[src/rtl/adc_seq_pkg.sv]
package adc_seq_pkg;

    typedef enum logic [2:0] {
        ST_IDLE,
        ST_ALIGN,
        ST_STARTUP,
        ST_SAMPLE,
        ST_CONVERT,
        ST_DONE
    } seq_state_t;

    localparam int MAX_RATIO = 64;
    localparam int RATIO_W   = $clog2(MAX_RATIO) + 1;

    localparam logic [1:0] MODE_LV1 = 2'b10;
    localparam logic [1:0] MODE_LV2 = 2'b11;

    function automatic logic [RATIO_W-1:0] div_ratio(input logic [2:0] sel);
        logic [RATIO_W-1:0] r;
        unique case (sel)
            3'd0: r = RATIO_W'(64);
            3'd1: r = RATIO_W'(32);
            3'd2: r = RATIO_W'(16);
            3'd3: r = RATIO_W'(8);
            3'd4: r = RATIO_W'(6);
            3'd5: r = RATIO_W'(5);
            3'd6: r = RATIO_W'(4);
            default: r = RATIO_W'(2);
        endcase
        return r;
    endfunction

endpackage

[src/rtl/adc_cfg_hold.sv]
module adc_cfg_hold #(
    parameter int DIV_W  = 3,
    parameter int MODE_W = 2
) (
    input  logic              clk,
    input  logic              rst_n,
    input  logic              enable,
    input  logic [DIV_W-1:0]  div_sel,
    input  logic [MODE_W-1:0] mode_sel,
    output logic [DIV_W-1:0]  div_q,
    output logic [MODE_W-1:0] mode_q
);
    // Fields follow the inputs only while the converter is stopped.
    always_ff @(posedge clk or negedge rst_n) begin
        if (!rst_n) begin
            div_q  <= '0;
            mode_q <= '0;
        end else if (!enable) begin
            div_q  <= div_sel;
            mode_q <= mode_sel;
        end
    end
endmodule

[src/rtl/adc_clkdiv.sv]
module adc_clkdiv
    import adc_seq_pkg::*;
#(
    parameter int DIV_W = 3
) (
    input  logic             clk,
    input  logic             rst_n,
    input  logic             enable,
    input  logic [DIV_W-1:0] div_q,
    output logic             tick
);
    localparam int CNT_W = $clog2(MAX_RATIO);

    logic [CNT_W-1:0]   cnt;
    logic               run_q;
    logic [RATIO_W-1:0] ratio;

    assign ratio = div_ratio(div_q);
    assign tick  = run_q && (cnt == CNT_W'(ratio - RATIO_W'(1)));

    always_ff @(posedge clk or negedge rst_n) begin
        if (!rst_n) begin
            cnt   <= '0;
            run_q <= 1'b0;
        end else begin
            run_q <= enable;
            if (!enable || tick) cnt <= '0;
            else                 cnt <= cnt + CNT_W'(1);
        end
    end
endmodule

[src/rtl/adc_seq_fsm.sv]
module adc_seq_fsm
    import adc_seq_pkg::*;
#(
    parameter int MODE_W        = 2,
    parameter int STARTUP_TICKS = 4,
    parameter int SAMP_LV1      = 7,
    parameter int SAMP_LV2      = 5,
    parameter int CONV_TICKS    = 12
) (
    input  logic              clk,
    input  logic              rst_n,
    input  logic              enable,
    input  logic              start,
    input  logic              tick,
    input  logic [MODE_W-1:0] mode_q,
    output logic              sample_active,
    output logic              convert_active,
    output logic              done
);
    localparam int MAX_PH = (CONV_TICKS > SAMP_LV1) ? CONV_TICKS : SAMP_LV1;
    localparam int PH_W   = $clog2(MAX_PH + 1);

    seq_state_t      st, st_n;
    logic [PH_W-1:0] ph, ph_n;
    logic            first, first_n;
    logic            mode_ok;
    logic [PH_W-1:0] samp_last;

    assign mode_ok   = (mode_q == MODE_LV1) || (mode_q == MODE_LV2);
    assign samp_last = (mode_q == MODE_LV2) ? PH_W'(SAMP_LV2 - 1) : PH_W'(SAMP_LV1 - 1);

    // State register
    always_ff @(posedge clk or negedge rst_n) begin
        if (!rst_n) begin
            st    <= ST_IDLE;
            ph    <= '0;
            first <= 1'b1;
        end else begin
            st    <= st_n;
            ph    <= ph_n;
            first <= first_n;
        end
    end

    // Next-state logic
    always_comb begin
        st_n    = st;
        ph_n    = ph;
        first_n = first;
        if (!enable) begin
            st_n    = ST_IDLE;
            ph_n    = '0;
            first_n = 1'b1;
        end else begin
            unique case (st)
                ST_IDLE: begin
                    if (start && mode_ok) st_n = ST_ALIGN;
                end
                ST_ALIGN: begin
                    if (tick) begin
                        ph_n = '0;
                        st_n = first ? ST_STARTUP : ST_SAMPLE;
                    end
                end
                ST_STARTUP: begin
                    if (tick) begin
                        if (ph == PH_W'(STARTUP_TICKS - 1)) begin
                            ph_n    = '0;
                            first_n = 1'b0;
                            st_n    = ST_SAMPLE;
                        end else begin
                            ph_n = ph + PH_W'(1);
                        end
                    end
                end
                ST_SAMPLE: begin
                    if (tick) begin
                        if (ph == samp_last) begin
                            ph_n = '0;
                            st_n = ST_CONVERT;
                        end else begin
                            ph_n = ph + PH_W'(1);
                        end
                    end
                end
                ST_CONVERT: begin
                    if (tick) begin
                        if (ph == PH_W'(CONV_TICKS - 1)) begin
                            ph_n = '0;
                            st_n = ST_DONE;
                        end else begin
                            ph_n = ph + PH_W'(1);
                        end
                    end
                end
                ST_DONE: st_n = ST_IDLE;
                default: st_n = ST_IDLE;
            endcase
        end
    end

    // Outputs
    always_comb begin
        sample_active  = (st == ST_SAMPLE);
        convert_active = (st == ST_CONVERT);
        done           = (st == ST_DONE);
    end
endmodule

[src/rtl/adc_timing_seq.sv]
module adc_timing_seq #(
    parameter int DIV_W         = 3,
    parameter int MODE_W        = 2,
    parameter int STARTUP_TICKS = 4,
    parameter int SAMP_LV1      = 7,
    parameter int SAMP_LV2      = 5,
    parameter int CONV_TICKS    = 12
) (
    input  logic              clk,
    input  logic              rst_n,
    input  logic              enable,
    input  logic              start,
    input  logic [DIV_W-1:0]  div_sel,
    input  logic [MODE_W-1:0] mode_sel,
    output logic              conv_clk_en,
    output logic              sample_active,
    output logic              convert_active,
    output logic              done
);
    logic [DIV_W-1:0]  div_q;
    logic [MODE_W-1:0] mode_q;

    adc_cfg_hold #(.DIV_W(DIV_W), .MODE_W(MODE_W)) u_cfg (
        .clk     (clk),
        .rst_n   (rst_n),
        .enable  (enable),
        .div_sel (div_sel),
        .mode_sel(mode_sel),
        .div_q   (div_q),
        .mode_q  (mode_q)
    );

    adc_clkdiv #(.DIV_W(DIV_W)) u_div (
        .clk   (clk),
        .rst_n (rst_n),
        .enable(enable),
        .div_q (div_q),
        .tick  (conv_clk_en)
    );

    adc_seq_fsm #(
        .MODE_W       (MODE_W),
        .STARTUP_TICKS(STARTUP_TICKS),
        .SAMP_LV1     (SAMP_LV1),
        .SAMP_LV2     (SAMP_LV2),
        .CONV_TICKS   (CONV_TICKS)
    ) u_fsm (
        .clk           (clk),
        .rst_n         (rst_n),
        .enable        (enable),
        .start         (start),
        .tick          (conv_clk_en),
        .mode_q        (mode_q),
        .sample_active (sample_active),
        .convert_active(convert_active),
        .done          (done)
    );
endmodule

[config.mk]
export PLATFORM = sky130hd
export DESIGN_NAME = adc_timing_seq
export DESIGN_NICKNAME = d
export VERILOG_FILES = /design/src/rtl/adc_seq_pkg.sv /design/src/rtl/adc_cfg_hold.sv /design/src/rtl/adc_clkdiv.sv /design/src/rtl/adc_seq_fsm.sv /design/src/rtl/adc_timing_seq.sv
export SDC_FILE = /design/constraint.sdc
export NUM_CORES = 1
export LEC_CHECK = 0
export BUFFER_PORTS_ARGS = -buffer_cell sky130_fd_sc_hd__buf_4
export CAP_MARGIN = 10
export CORE_UTILIZATION = 40
export DETAILED_ROUTE_END_ITERATION = 8
export PLACE_DENSITY = 0.67
export RECOVER_POWER = 25
export SYNTH_ARGS = -nofsm -noshare
export SYNTH_HDL_FRONTEND = slang
export SYNTH_HIERARCHICAL = 1
export SYNTH_SLANG_ARGS = --single-unit
[constraint.sdc]
create_clock -name clk -period 4.69 [get_ports clk]
set_clock_uncertainty 0.1 [all_clocks]
set_input_delay 0.2345 -clock clk [delete_from_list [all_inputs] [get_ports clk]]
set_output_delay 0.2345 -clock clk [all_outputs]
set_load 0.02 [all_outputs]
# Word-level counts from Yosys, hierarchy flattened
# Cells that the tools add are included.
[classes]
n_eq_ne = 29
reduce_logical = 10
mux = 27
add_sub_neg = 3
[ops]
columns = ["operator", "count"]
rows = [
  ["one-hot mux 6 bit (7 select lines)", 1],
  ["two-way mux 4 bit", 8],
  ["two-way mux 3 bit", 9],
  ["inequality test 3 x 2 -> 1 bit (second input constant)", 6],
  ["one-hot mux 4 bit (4 select lines)", 1],
  ["equality test 3 bit (second input constant)", 5],
  ["one-hot mux 3 bit (5 select lines)", 1],
  ["equality test 3 x 2 -> 1 bit (second input constant)", 4],
  ["AND reduction 8 bit", 1],
  ["adder 6 x 1 -> 6 bit (second input constant)", 1],
  ["equality test 3 x 1 -> 1 bit (second input constant)", 2],
  ["equality test 6 bit", 1],
  ["logical NOT 3 bit", 2],
  ["two-way mux 6 bit", 1],
  ["inequality test 2 x 1 -> 1 bit (second input constant)", 3],
  ["inequality test 3 bit (second input constant)", 2],
  ["subtractor 6 x 1 -> 6 bit (second input constant)", 1],
  ["two-way mux 1 bit", 5],
  ["inequality test 5 x 1 -> 1 bit (second input constant)", 1],
  ["AND reduction 5 bit", 1],
  ["adder 4 x 1 -> 4 bit (second input constant)", 1],
  ["equality test 2 bit (second input constant)", 2],
  ["equality test 4 x 2 -> 1 bit (second input constant)", 1],
  ["equality test 4 bit", 1],
  ["6 further kinds", 8],
]
[totals]
reg_bits = 20
output_inout_bits = 4

# Longest topological paths before layout
# Gate-level depths: netlist of run 1.
[depth]
ltp_word = 8
ltp_mapped = 13
depth_no_buf = 12

# Hierarchy
# Netlist of run 1, hierarchy kept.
[by_module_without_submodules]
columns = ["module", "cells_each", "area_per_inst_um2", "instances", "seq_area_each_um2"]
rows = [
  ["adc_seq_fsm", 76, 666.9, 1, 201.4],
  ["adc_clkdiv", 57, 561.8, 1, 175.2],
  ["adc_cfg_hold", 10, 181.4, 1, 125.1],
]

# Worst setup path before layout of run 1
# No wires, ideal clock.
[synth_path]
path_type = "reg2reg"
start = "register u_cfg.div_q[0]"
end = "register u_fsm.st[0]"
synth_period_minus_slack_ps = 3048
n_path_buf = 1
setup_slack_ps = 1642
arrival_ps = 2824
stages_incl_launch_ff = 14
setup_time_ps = 124
path_cell_list = "dfrtp_1 buf_6 nor2b_2 nand2_1 ha_1 nor3b_1 nor3_4 xnor2_2 a211oi_4 inv_1 a41oi_1 o221a_4 nor3b_1 o31a_1"
[synth_via]
elab_chain_len = 7
elab_cells_between_ends = 16
[synth_lines]
columns = ["item", "line_no", "rtl"]
rows = [
  ["start, declared", "adc_cfg_hold.sv:10", "output logic [DIV_W-1:0] div_q,"],
  ["start signal, assigned", "adc_cfg_hold.sv:19", "div_q <= div_sel;"],
  ["equality test 3 bit (tied with other cells)", "adc_seq_pkg.sv:20", "unique case (sel)"],
  ["one-hot mux 6 bit (7 select lines) (*)", "adc_seq_pkg.sv:20", ""],
  ["subtractor 6 x 1 -> 6 bit (*)", "adc_clkdiv.sv:19", "assign tick = run_q && (cnt == CNT_W'(ratio - RATIO_W'(1)));"],
  ["equality test 6 bit (*)", "adc_clkdiv.sv:19", ""],
  ["logical AND 1 bit (*)", "adc_clkdiv.sv:19", ""],
  ["named net conv_clk_en", "adc_timing_seq.sv:15", "output logic conv_clk_en,"],
  ["inequality test 3 bit (no line) or inequality test 3 x 2 -> 1 bit (tied branches)", "n/a", ""],
  ["AND reduction 8 bit (no line) (*)", "n/a", ""],
  ["end signal, assigned", "adc_seq_fsm.sv:39", "st <= st_n;"],
  ["end, declared", "adc_seq_fsm.sv:23", "seq_state_t st, st_n;"],
]
# The timed path passes the listed nets; every way through them passes the cells marked *.
# A chain may end at the register's enable or synchronous reset.

# Worst setup path in the final report of run 1
[layout_path]
start = "register u_cfg.div_q[0]"
end = "register u_fsm.st[0]"
[layout_via]
elab_chain_len = 7
elab_cells_between_ends = 16
[layout_lines]
columns = ["item", "line_no"]
rows = [
  ["equality test 3 bit (tied with other cells)", "adc_seq_pkg.sv:20"],
  ["one-hot mux 6 bit (7 select lines) (*)", "adc_seq_pkg.sv:20"],
  ["subtractor 6 x 1 -> 6 bit (*)", "adc_clkdiv.sv:19"],
  ["equality test 6 bit (*)", "adc_clkdiv.sv:19"],
  ["logical AND 1 bit (*)", "adc_clkdiv.sv:19"],
  ["inequality test 3 bit (no line) or inequality test 3 x 2 -> 1 bit (tied branches)", "n/a"],
  ["AND reduction 8 bit (no line) (*)", "n/a"],
]
# Mark *: on every way between the ends. The rest lies on a longest branch, timed or not.

==> run summary, run 1 <==
PWR
---------------------------------------------------------------------------------
Relative contribution of combinational cells to total power                 0.317
Cell internal pwr                                                     0.0003554 W
Sequential cell fraction of total power                                     0.415
Switching portion of total power                                           0.3372
VDD IR-drop max                                                         0.1902 mV
Post-layout power                                                     0.0005362 W
Power density over the cells                                         348.4 nW/µm²
Clock network fraction of total power                                       0.268
Leak Pwr                                                                0.6637 nW
Psw                                                                   0.0001808 W

DRT
---------------------------------------------------------------------------------
Routed WL per cell                                                       13.23 µm
DRC violation count after routing                                               0
Remaining antenna violation count                                               0
Iteration-0 DRC count of the detailed router                                   43
Vias after detailed routing                                                  1067
Avg Vias per Cell                                                           5.362
Drt pass-1 iters                                                                4
Total routed wirelength                                                  2.632 mm

CTS
---------------------------------------------------------------------------------
Clk_lat worst skew                                                        0.31 ns
Clock Tree Buf Depth                                                            2
Root buffer cell                                                     sky130_fd_sc_hd__clkbuf_4
Total CTS buffers                                                               3
Number of gates resized after CTS                                               0
Clock Sinks                                                                    20
Post-CTS Hold Fix Bufs                                                          1
CTS H-Tree Depth                                                                1
TritonCTS clock tree                                                          yes
Buffers inserted by post-CTS timing repair                                      0
Clock slew at reported path FFs                                           0.13 ns

GRT
---------------------------------------------------------------------------------
Maximum number of pins on one net before global-route repair                   23
Overall Global Routing Usage                                               0.1578
Number of antenna violations at the first check in global routing               0
Vias in the first global route                                                979
Residual overflow from global routing                                           0
Global-route wire length before repair                                   4.360 mm

MIN PATH
---------------------------------------------------------------------------------
Worst min-delay path class                                              in -> reg

CELLS AND AREA
---------------------------------------------------------------------------------
Share of cells above drive strength 1                                      0.2157
Post-synthesis to final-layout area growth                                 9.140%
Layout Nets                                                                   166
Antenna diode count                                                             0
Final std cell area, no fill                                             1539 µm²
Number of standard cells in the layout, taps in and fillers out               199

LOGIC SYNTHESIS
---------------------------------------------------------------------------------
Post-Syn Area per Cell                                                  9.861 µm²
Sequential element share of the synthesized area                           0.3558
Number of flip-flops and latches in the synthesized netlist                    20
Synth unique cells                                                             51
Cells after synthesis                                                         143
Total number of yosys warnings                                                  6
Commonest register cell after synthesis                              sky130_fd_sc_hd__dfrtp_1
Post-synth net total                                                          155
Number of synthesized flops with an enable pin                                  0
Fraction of synthesis flops using an asynchronous set or reset pin          1.000
Netlist Area Pre-Place                                                   1410 µm²

FLOORPLAN
---------------------------------------------------------------------------------
Initial Util                                                               0.4193
Row cnt                                                                        21
Number of top-level design ports                                               13
Core area                                                                3363 µm²
Vertical die dimension                                                   61.38 µm
Die area                                                                 3767 µm²
Die width                                                                61.38 µm

TIMING
---------------------------------------------------------------------------------
Number of failing hold endpoints at the final stage                             0
Number of setup violations in the final report                                  0
Crit path time final                                                     3.210 ns
RSZ-0062 raised after global routing                                        false
Fmax                                                                   0.3115 GHz
Final cycle utilization of the critical path                               0.6844
Final worst setup slack                                                  1.480 ns
Transition time of the tightest slew-check pin                           1.093 ns
Worst max-slew margin expressed relative to the limit                      0.2715
Total Neg Setup Slack                                                        0 ns
Final max-slew violation count                                                  0

CRITICAL PATH
---------------------------------------------------------------------------------
Data arrival time of the critical path                                    3.31 ns
Startpoint kind of the worst setup timing path                          flip-flop
Crit Reg-Reg Endpoint                                                 u_fsm/st[0]
Longest individual stage delay on the worst path                          0.56 ns
Worst path slowest cell                                              sky130_fd_sc_hd__dfrtp_1
Critical Path Sink Type                                                 flip-flop
CP startpoint                                                        u_cfg/div_q[0]
Termination of the worst setup path                                   u_fsm/st[0]
Critical register-to-register path startpoint                        u_cfg/div_q[0]
Critical path fanouts, max                                                     10
Data required time of the worst path                                      4.79 ns
Critical path cell sequence                                          nor2b_2, nand2_1, ha_1, xor2_1, xnor2_1, nand4_1, a211oi_4, inv_1, a41oi_1, o221a_4, nor3b_1, o31a_1
Start-to-end type of the worst setup path                              reg -> reg
Number of cell instances on the worst register-to-register path                12
Register-to-Register Setup Slack                                          1.48 ns

OUTCOME
---------------------------------------------------------------------------------
Status                                                                  completed

PLACE
---------------------------------------------------------------------------------
Detailed Place HPWL                                                      1.868 mm
Post-placement setup slack                                               1.500 ns
RePlAce Congestion                                                         0.8507
Number of cells after detailed placement                                      194
I/O Buffers                                                                    12
Placed cell area                                                         1484 µm²

FLOW RUN
---------------------------------------------------------------------------------
Maxcap violations                                                               0

layer usage:
layer / up-vias / wire (µm) / GRT usage
met5: - / 0 / 0
met4: 0 / 20 / 0.06984
met3: 2 / 70 / 0.02521
met2: 22 / 1306 / 0.2671
met1: 520 / 1235 / 0.1990
li1: 523 / - / -
cells by family (layout without fill, tap and decap cells):
group,count (synthesis),in the layout,share of synthesized area
AO/OA/AOI/OAI,27,27,0.1704
XOR/XNOR,10,10,0.06744
adder cells (fa/ha/maj),4,4,0.03372
buffers and inverters,13,23,0.06831
flip-flops,20,20,0.3558
multiplexers,5,5,0.03993
AND/OR/NAND/NOR,64,64,0.2644
placed cells by master (no fill, tap or decap), types with 5 or more instances in the layout:
cell	instances
sky130_fd_sc_hd__dfrtp_1	19
sky130_fd_sc_hd__nand2_1	22
sky130_fd_sc_hd__a21boi_0	5
sky130_fd_sc_hd__xnor2_1	6
sky130_fd_sc_hd__buf_4	10
sky130_fd_sc_hd__nand3_1	5
sky130_fd_sc_hd__o21ai_0	5
sky130_fd_sc_hd__nor2_1	9
sky130_fd_sc_hd__inv_1	6
sky130_fd_sc_hd__nor3b_1	8
sky130_fd_sc_hd__mux2_2	5
state kept, by name (all words and copies together), names as in the netlist:
register      count
u_cfg/mode_q      2
u_cfg/div_q       3
u_div/run_q       1
u_fsm/st          3
u_fsm/ph          4
u_fsm/first       1
u_div/cnt         6
critical path: cells and delay by family (launching register included):
kind / cells / cell delay (ns)
buf+inv: 1 / 0.11
simple gates: 4 / 0.53
fa+ha+maj: 1 / 0.28
flops: 1 / 0.56
xor+xnor: 2 / 0.36
compound gates: 4 / 1.15
per-stage QoR:
stage	utilization	hold slack (ns)
global placement	0.4412	0.03366
finish	0.4576	0.04252
CTS	0.4598	0.04278
detailed placement	0.4412	0.03235
floorplan	-	-0.1611
global route	0.4576	0.02759
layout make-up:
type,count,area [µm²]
multi-input cells,110,812.0
flip-flops and latches,20,501.7
well taps,46,57.56
clock buffers,3,22.52
repair buffers,13,92.59
inverters,6,22.52
fillers,351,1824
clock inverters,1,30.03
how the worst min path moves through the flow:
| stage | start | end | slack, ns | cells past startpoint |
|---|---|---|---|---|
| final | mode_sel[1] | u_cfg/mode_q[1] | 0.04 | 2 |
| after floorplan | rst_n | u_cfg/div_q[0] | -0.16 | 0 |
| after CTS | mode_sel[1] | u_cfg/mode_q[1] | 0.04 | 2 |
| after global placement | rst_n | u_cfg/mode_q[0] | 0.03 | 1 |
| after detailed placement | rst_n | u_div/cnt[4] | 0.03 | 1 |
| after global routing | mode_sel[1] | u_cfg/mode_q[1] | 0.03 | 2 |
power by group through the flow:
stage	combinational, W	sequential, W	clock (W)
CTS	0.000170	0.000221	0.000146
finish	0.000170	0.000223	0.000144
global placement	0.000165	0.000224	0
floorplan	0.000173	0.000198	0
detailed placement	0.000168	0.000224	0
global route	0.000187	0.000227	0.000156
Yosys cell counts (all sizes together) (2+ instances only):
cell,number,area share
nor2,10,0.028
inv,6,0.016
o211ai,2,0.011
a21boi,5,0.027
dfrtp,19,0.34
nor3b,8,0.043
nand3,5,0.018
nand2,22,0.059
nor3,4,0.022
o21ai,6,0.021
ha,3,0.027
xnor2,7,0.049
xor2,3,0.019
buf,6,0.043
or2,2,0.0089
and4,2,0.014
nor2b,2,0.011
mux2,5,0.040
(Power assumes the default switching activity.)
==> run 2: changes to the inputs <==
Settings changed: PLACE_DENSITY 0.67 to 0.7.
Clock period 4.69 ns to 2.65 ns, I/O delays scaled along.
==> run summary, run 2 (synthesis results as in run 1) <==
OUTCOME
--------------------------------------------------------------------------------
Status                                                                 completed

MIN PATH
--------------------------------------------------------------------------------
Worst-case hold path end point                                       u_fsm/first
Worst min-delay path class                                            reg -> reg
Start point of the worst hold path                                   u_fsm/first
Worst hold path cell count                                                     2

CELLS AND AREA
--------------------------------------------------------------------------------
Number of fill cells in the layout                                           336
Share of cells above drive strength 1                                     0.3012
Layout Nets                                                                  179
Post-synthesis to final-layout area growth                                20.85%
Top Registers                                                       u_div/cnt: 6 flops, u_fsm/ph: 4 flops
Commonest non-fill, non-tap cell in the layout                      sky130_fd_sc_hd__nand2_1
Flip-flop count of the largest register after layout                           6
Most frequent cells in the layout                                   sky130_fd_sc_hd__nand2_1, sky130_fd_sc_hd__buf_4, sky130_fd_sc_hd__dfrtp_1
Most flops, register                                                   u_div/cnt
Number of standard cells in the layout, taps in and fillers out              212
Area used by multi-input combinational logic                           859.6 µm²
Antenna diode count                                                            0
Sequential standard cell area                                          503.0 µm²

CRITICAL PATH
--------------------------------------------------------------------------------
Start-to-end type of the worst setup path                             reg -> reg
Data arrival time of the critical path                                   2.74 ns
Most frequent cell on the critical path                             sky130_fd_sc_hd__xnor2_2
Worst path slowest cell                                             sky130_fd_sc_hd__dfrtp_2
Critical path cell sequence                                         xnor2_2, nand2_2, ha_4, nor4b_4, nor3_4, xnor2_2, a211oi_4, inv_2, a41oi_2, o221a_4, nor3b_2, o31a_1
Longest individual stage delay on the worst path                         0.47 ns
Register-to-Register Setup Slack                                        0.008 ns
Startpoint kind of the worst setup timing path                         flip-flop
Crit Reg-Reg Endpoint                                                u_fsm/st[0]
Data required time of the worst path                                     2.75 ns
Critical path fanouts, max                                                     6
Worst path bufs/invs                                                           1
Critical path's top delay family                                    compound AO/OA/AOI/OAI gates
Critical register-to-register path startpoint                       u_cfg/div_q[1]
Number of cell instances on the worst register-to-register path               12
Critical Path Sink Type                                                flip-flop

DRT
--------------------------------------------------------------------------------
Remaining antenna violation count                                              0
Drt pass-1 iters                                                               4
Routed WL per cell                                                      13.09 µm
Total routed wirelength                                                 2.775 mm
Avg Vias per Cell                                                          5.340
DRC violation count after routing                                              0
Vias after detailed routing                                                 1132
Iteration-0 DRC count of the detailed router                                  43

TIMING
--------------------------------------------------------------------------------
Transition time of the tightest slew-check pin                          1.121 ns
Final cycle utilization of the critical path                              0.9968
Total Neg Setup Slack                                                       0 ns
RSZ-0062 raised after global routing                                        true
Final worst setup slack                                              0.008485 ns
Number of setup violations in the final report                                 0
Worst max-slew margin expressed relative to the limit                     0.2526
Final max-slew violation count                                                 0
Crit path time final                                                    2.642 ns
Fmax                                                                  0.3786 GHz
Worst Hold Margin                                                      0.3885 ns
Number of failing hold endpoints at the final stage                            0

GRT
--------------------------------------------------------------------------------
Residual overflow from global routing                                          0
Global-route wire length before repair                                  4.871 mm
Overall Global Routing Usage                                              0.1760
Number of antenna violations at the first check in global routing              0
Maximum number of pins on one net before global-route repair                  23
Vias in the first global route                                              1139

PWR
--------------------------------------------------------------------------------
Post-layout power                                                    0.0009895 W
Power density over the cells                                        580.7 nW/µm²
Leak Pwr                                                               0.7419 nW
VDD IR-drop max                                                        0.3010 mV

CTS
--------------------------------------------------------------------------------
Clk_lat worst skew                                                       0.30 ns
Clock Sinks                                                                   20
CTS H-Tree Depth                                                               1
Clock slew at reported path FFs                                          0.12 ns
Root buffer cell                                                    sky130_fd_sc_hd__clkbuf_4
Clock Tree Buf Depth                                                           2
TritonCTS clock tree                                                         yes
Total CTS buffers                                                              3

FLOORPLAN
--------------------------------------------------------------------------------
Vertical die dimension                                                  61.38 µm
Core area                                                               3363 µm²
Die width                                                               61.38 µm
Initial Util                                                              0.4193
Number of top-level design ports                                              13
Row cnt                                                                       21
Die area                                                                3767 µm²

FLOW RUN
--------------------------------------------------------------------------------
Maxcap violations                                                              0

PLACE
--------------------------------------------------------------------------------
RePlAce Congestion                                                        0.8441
Post-placement setup slack                                           0.005888 ns
Number of cells after detailed placement                                     199
Detailed Place HPWL                                                     2.000 mm
I/O Buffers                                                                   12

run 2: timing repair:
| item | 4_1_cts | 5_1_grt |
|---|---|---|
| setup buffers | 1 | 1 |
| endpoints found under the hold margin | 26 | 0 |
| gates resized for setup | 2 | 6 |
| setup endpoints to repair | 2 | 9 |
| cloned | 0 | 0 |
| hold buffers | 7 | 0 |
| pin swaps | 0 | 2 |
run 2: layout make-up:
| type | count | area share |
|---|---|---|
| tap | 46 | 0.03377 |
| clock inverter | 1 | 0.01762 |
| clock buffer | 3 | 0.01322 |
| sequential | 20 | 0.2952 |
| multi-input combinational | 110 | 0.5044 |
| timing repair buffer | 26 | 0.1226 |
| inverter | 6 | 0.01322 |
run 2: per-layer routing:
| layer | share of wire | GRT usage | up-vias |
|---|---|---|---|
| li1 | - | - | 549 |
| met1 | 0.45 | 0.2116 | 561 |
| met2 | 0.51 | 0.3168 | 18 |
| met3 | 0.023 | 0.02101 | 4 |
| met4 | 0.013 | 0.07619 | 0 |
| met5 | 0 | 0 | - |
run 2: worst max path at each step:
stage	start	to	slack (ns)	depth (start not counted)
after floorplan	u_cfg/div_q[0]	u_fsm/st[0]	-0.21	13
after global placement	u_cfg/div_q[0]	u_fsm/st[0]	0.09	12
after detailed placement	u_cfg/div_q[0]	u_fsm/st[0]	0.006	12
after CTS	u_cfg/div_q[1]	u_fsm/st[0]	0.01	12
after global routing	u_cfg/div_q[0]	u_fsm/st[0]	-0.10	12
final	u_cfg/div_q[1]	u_fsm/st[0]	0.008	12
run 2: power breakdown:
group | switching, W | total (W) | internal, W
Clock | 0.0000997 | 0.000252 | 0.000153
Combinational | 0.000178 | 0.000352 | 0.000173
Sequential | 0.0000529 | 0.000386 | 0.000333
Total | 0.000331 | 0.000990 | 0.000659
run 2: stage by stage:
stage	utilization	cell area (µm²)
2_1_floorplan	-	1443
3_3_place_gp	0.4621	1554
3_5_place_dp	0.4621	1554
4_1_cts	0.5015	1687
5_1_grt	0.5067	1704
6_report	0.5067	1704
run 2: worst register-to-register path, stage by stage, from the launching register on:
cell and delay, ns:
sky130_fd_sc_hd__dfrtp_2 0.47, sky130_fd_sc_hd__xnor2_2 0.15, sky130_fd_sc_hd__nand2_2 0.08, sky130_fd_sc_hd__ha_4 0.19
sky130_fd_sc_hd__nor4b_4 0.28, sky130_fd_sc_hd__nor3_4 0.09, sky130_fd_sc_hd__xnor2_2 0.16, sky130_fd_sc_hd__a211oi_4 0.24
sky130_fd_sc_hd__inv_2 0.07, sky130_fd_sc_hd__a41oi_2 0.17, sky130_fd_sc_hd__o221a_4 0.25, sky130_fd_sc_hd__nor3b_2 0.05
sky130_fd_sc_hd__o31a_1 0.24
